## config.mk

```make
export PLATFORM = sky130hd
export DESIGN_NAME = wave_tmr
export DESIGN_NICKNAME = d
export VERILOG_FILES = /design/src/rtl/wave_tmr.sv
export SDC_FILE = /design/constraint.sdc
export NUM_CORES = 1
export LEC_CHECK = 0
export ABC_AREA = 1
export BUFFER_PORTS_ARGS = -buffer_cell sky130_fd_sc_hd__clkbuf_2
export CAP_MARGIN = 20
export CORE_MARGIN = 5
export CORE_UTILIZATION = 53
export DETAILED_ROUTE_END_ITERATION = 6
export PLACE_DENSITY = 0.85
export SKIP_CTS_REPAIR_TIMING = 1
export SLEW_MARGIN = 30
export SYNTH_ARGS = -nofsm -noshare
export SYNTH_HDL_FRONTEND = slang
export SYNTH_SLANG_ARGS = --single-unit
```

## constraint.sdc

```tcl
create_clock -name clk -period 1.6 [get_ports clk]
set_input_delay 0.32 -clock clk [delete_from_list [all_inputs] [get_ports clk]]
set_output_delay 0.32 -clock clk [all_outputs]
set_load 0.1 [all_outputs]
```

## src/rtl/wave_tmr.sv

```systemverilog
module wave_tmr #(
  parameter int CW    = 16,
  parameter int DSW   = 3,
  parameter int MAXSH = 6
) (
  input  logic           clk,
  input  logic           rst_n,
  input  logic           start,
  input  logic [DSW-1:0] div_sel,
  input  logic [2:0]     mode,
  input  logic [CW-1:0]  init_val,
  input  logic           irq_en,
  input  logic           irq_clr,
  output logic           busy,
  output logic           done,
  output logic           irq_flag,
  output logic           irq
);
  localparam int PW = MAXSH;

  logic [2:0]    mode_q;
  logic [CW:0]   cnt;
  logic [PW-1:0] pre;

  wire [DSW-1:0] sh      = (div_sel > DSW'(MAXSH)) ? DSW'(MAXSH) : div_sel;
  wire [PW:0]    pow     = (PW+1)'(1) << sh;
  wire [PW-1:0]  pre_lim = PW'(pow - 1'b1);
  wire           tick    = busy && (pre == pre_lim);
  wire [CW:0]    init_x  = {init_val == '0, init_val};

  wire oneshot    = (mode_q == 3'b010) || (mode_q == 3'b100) || (mode_q == 3'b111);
  wire reload     = (mode_q == 3'b000) || (mode_q == 3'b001);
  wire mode_chg   = (mode != mode_q);
  wire last_tick  = tick && (cnt == (CW+1)'(1));
  wire reload_hit = !mode_chg && !start && reload && last_tick;

  always_ff @(posedge clk or negedge rst_n) begin
    if (!rst_n) begin
      mode_q <= 3'b000;
      cnt    <= '0;
      pre    <= '0;
      busy   <= 1'b0;
      done   <= 1'b0;
    end else begin
      done <= 1'b0;
      if (mode_chg) begin
        mode_q <= mode;
        cnt    <= '0;
        pre    <= '0;
        busy   <= 1'b0;
      end else if ((start && (oneshot || reload)) || (reload && !busy)) begin
        cnt  <= init_x;
        pre  <= '0;
        busy <= 1'b1;
      end else if (tick) begin
        pre <= '0;
        if (cnt == (CW+1)'(1)) begin
          if (reload) cnt <= init_x;
          else begin
            cnt  <= '0;
            busy <= 1'b0;
            done <= 1'b1;
          end
        end else begin
          cnt <= cnt - 1'b1;
        end
      end else if (busy) begin
        pre <= pre + 1'b1;
      end
    end
  end

  always_ff @(posedge clk or negedge rst_n) begin
    if (!rst_n)          irq_flag <= 1'b0;
    else if (reload_hit) irq_flag <= 1'b1;
    else if (irq_clr)    irq_flag <= 1'b0;
  end

  assign irq = irq_flag & irq_en;

  p_done_pulse_r2: assert property (@(posedge clk) disable iff (!rst_n) done |=> !done);
  p_done_idle_r2:  assert property (@(posedge clk) disable iff (!rst_n) done |-> !busy);
  p_cnt_range_r4:  assert property (@(posedge clk) disable iff (!rst_n)
                     (busy && oneshot) |-> (cnt != '0 && cnt <= (CW+1)'(1) << CW));
  p_no_done_r6:    assert property (@(posedge clk) disable iff (!rst_n)
                     (reload && !mode_chg) |=> !done);
  p_clear_r7:      assert property (@(posedge clk) disable iff (!rst_n)
                     (irq_clr && !reload_hit) |=> !irq_flag);
  p_sticky_r7:     assert property (@(posedge clk) disable iff (!rst_n)
                     (irq_flag && !irq_clr) |=> irq_flag);
  p_abort_r8:      assert property (@(posedge clk) disable iff (!rst_n)
                     mode_chg |=> (!busy && !done));
  p_bad_mode_r9:   assert property (@(posedge clk) disable iff (!rst_n)
                     (!oneshot && !reload && !mode_chg) |=> !busy);
endmodule

```

==> impl_metrics.ini <==
[place]
dpl.hpwl_um = 4950
post-place-cells = 525
dp_slack_ns = -0.112
gp_congestion = 0.904
dpl_cell_area_um2 = 3000
port_buffers = 30

[yosys]
synth_compound_area_share_pct = 4.82
synth_nets = 442
synth_fa_ha_area_share_pct = 1.52
ys_ff_latch = 29
synthTopCellsByCount = nand2_1, nor2_1, nand3_1
synth_ff_type = dfrtp_1
synth_top_family_by_area = simple AND/OR/NAND/NOR gates
syn_inst = 412
yosysMostFrequentCell = nand2_1
yosys.area_share.simple_pct = 50.4
ys_types = 27
yosysSeqAreaShare_pct = 29.4
synth.area.top_cells = dfrtp_1, nand2_1, nor2_1
synthArstFlopShare_pct = 100
synth_xor_xnor_area_share_pct = 3.50
synth_top_area_share_pct = 29.4
synth_mux_area_share_pct = 0
synth_edf_count = 0
syn_area_um2 = 2460
yosysWarnings = 0
yosysTopAreaCell = dfrtp_1
syn_area_per_cell_um2 = 5.98

[worst_setup_path]
r2r-end = cnt[5]$_DFFE_PN0P_
crit_buf_inv = 0
crit_fanout = 8
reg2reg_slack_ns = -0.13
worstSetupPathType = register to register
reg2reg_depth = 10
arrival_ns = 1.90
worstReg2RegStart = cnt[8]$_DFFE_PN0P_
setup.worst_path.end_class = register
slowest_stage = dfrtp_1
cp_top_family = simple AND/OR/NAND/NOR gates
worstPathRequired_ns = 1.77
crit_path_frequent_cell = nand2_1
startpoint_type = register
path_cells = nor2_4, nand2_2, nor2_4, nand2_2, nor2_4, nand2_1, nand3_2, nand2_1, nand2_1, nand2_1
cpPeakStageDelay_ns = 0.42

[sta]
fin_crit_sh_pct = 108
drv_slew = 0
tightest_slew_ns = 0.547
fmax_mhz = 578
fin_worst_skew_ns = 0.00592
setup_tns_ns = -1.29
fin_ws_ns = -0.129
rsz0062_at_grt = true
relSlewSlack_pct = 63.7
setup_viol = 23
whs_ns = -0.0231
finalCriticalPeriod_ns = 1.73
finalHoldViolations = 15

[floorplan]
start_util_pct = 55.5
dieWidth_um = 78.2
io_pins = 31
dieArea_um2 = 6110
row_count = 24
fp.coreArea_um2 = 4440
die_y_um = 78.2

[drt]
wl_per_cell_um = 15.4
drtIter0Drc = 288
drt-total-wl_um = 8480
drc = 0
vias_per_cell = 5.63
antenna_left = 0
vias = 3101
dr.pass1.iters = 6

[power]
power.density_nw_per_um2 = 838
power.total_uw = 2900
p_leak_uw = 0.00184
peakVddDrop_mv = 0.592

[global_route]
grt_pass1_wl_um = 11100
grt_pass1_vias = 2557
grt_usage_pct = 22.4
grt_max_degree = 19
antenna_found_initial = 0
overflow = 0

[layout]
n_antenna_cell = 0
nNetsFinal = 528
fin_area_um2 = 3460
fillCellCount = 304
final_cells = 551
area_growth_syn_to_layout_pct = 40.3
regArea_um2 = 734
drive_gt1_share_pct = 33.5
multiInputGateArea_um2 = 1710

[clock_network]
clock_path_buffers = 2
clk_transition_reported_paths_ns = 0.07
clock-sinks = 29
cts_buffers = 5
htreeDepth = 2
cts-root-buf = clkbuf_8
cts_tree = yes
clk_latency_ns = 0.29

[hold_path]
hp-class = primary input to asynchronous set/reset pin

[status]
status = finished, violations left
violations = hold timing, setup timing

[job]
maxCapViolCount = 0
[cell usage in the layout (no fill, tap or decap), types with 3 or more instances in the layout]
| cell | n |
|---|---|
| o21ai_1 | 4 |
| xor2_1 | 6 |
| nor2_4 | 11 |
| clkbuf_2 | 28 |
| buf_6 | 8 |
| buf_4 | 46 |
| dfrtp_1 | 24 |
| nand2_4 | 3 |
| o21ai_0 | 5 |
| a21oi_1 | 9 |
| nand3_2 | 5 |
| nand2_2 | 19 |
| nor2_2 | 14 |
| dfrtp_2 | 4 |
| inv_2 | 4 |
| inv_1 | 37 |
| nor2_1 | 47 |
| clkbuf_1 | 3 |
| buf_12 | 6 |
| nand3_1 | 38 |
| clkbuf_8 | 5 |
| nand2_1 | 153 |
[how the worst max path moves through the flow]
stage	startpoint	to	slack, ns	cells after the start
final	cnt[8]$_DFFE_PN0P_	cnt[5]$_DFFE_PN0P_	-0.13	10
after global routing	cnt[11]$_DFFE_PN0P_	cnt[5]$_DFFE_PN0P_	-0.22	10
after CTS	mode_q[0]$_DFFE_PN0N_	cnt[4]$_DFFE_PN0P_	-0.12	7
after detailed placement	mode_q[0]$_DFFE_PN0N_	cnt[4]$_DFFE_PN0P_	-0.11	7
after global placement	div_sel[2]	cnt[14]$_DFFE_PN0P_	-0.05	12
after floorplan	busy$_DFFE_PN0P_	cnt[12]$_DFFE_PN0P_	-0.02	10
[flip-flops by register name (all words and copies together) (netlist names)]
name and flops:
done 1, irq_flag 1, busy 1, mode_q 3, pre 6, cnt 17
[per-layer routing]
layer	wire length [um]	up-vias	GRT usage (%)
li1	-	1437	-
met1	3030	1396	26.4
met2	4180	200	40.6
met3	839	68	4.12
met4	427	0	7.69
met5	0	-	0
[report_power, final]
group	switching [uW]	total, uW	internal, uW
logic	848	1470	619
clock network	287	595	309
registers	48.8	833	784
[cell type report]
class / count / share of cell area, %
clock buffer: 8 / 2.32
timing repair buffer: 88 / 20.1
tap: 52 / 1.88
multi-input combinational: 330 / 49.3
inverter: 44 / 5.10
sequential: 29 / 21.2
[metrics by stage]
| step | util [%] | hold WS, ns |
|---|---|---|
| floorplan | - | 0.0244 |
| global placement | 67.5 | 0.276 |
| detailed placement | 67.5 | 0.288 |
| CTS | 69.3 | -0.0103 |
| global route | 77.8 | 0.00535 |
| finish | 77.8 | -0.0231 |
[cell families (layout without fill, tap and decap cells)]
| family | Yosys count | in the layout |
|---|---|---|
| adders and majority gates | 3 | 3 |
| DFF | 29 | 29 |
| buffers and inverters | 54 | 140 |
| xor gates and xnor gates | 9 | 9 |
| and+or+nand+nor | 296 | 297 |
| AOI/OAI and AO/OA | 21 | 21 |
(Power assumes the default switching activity.)
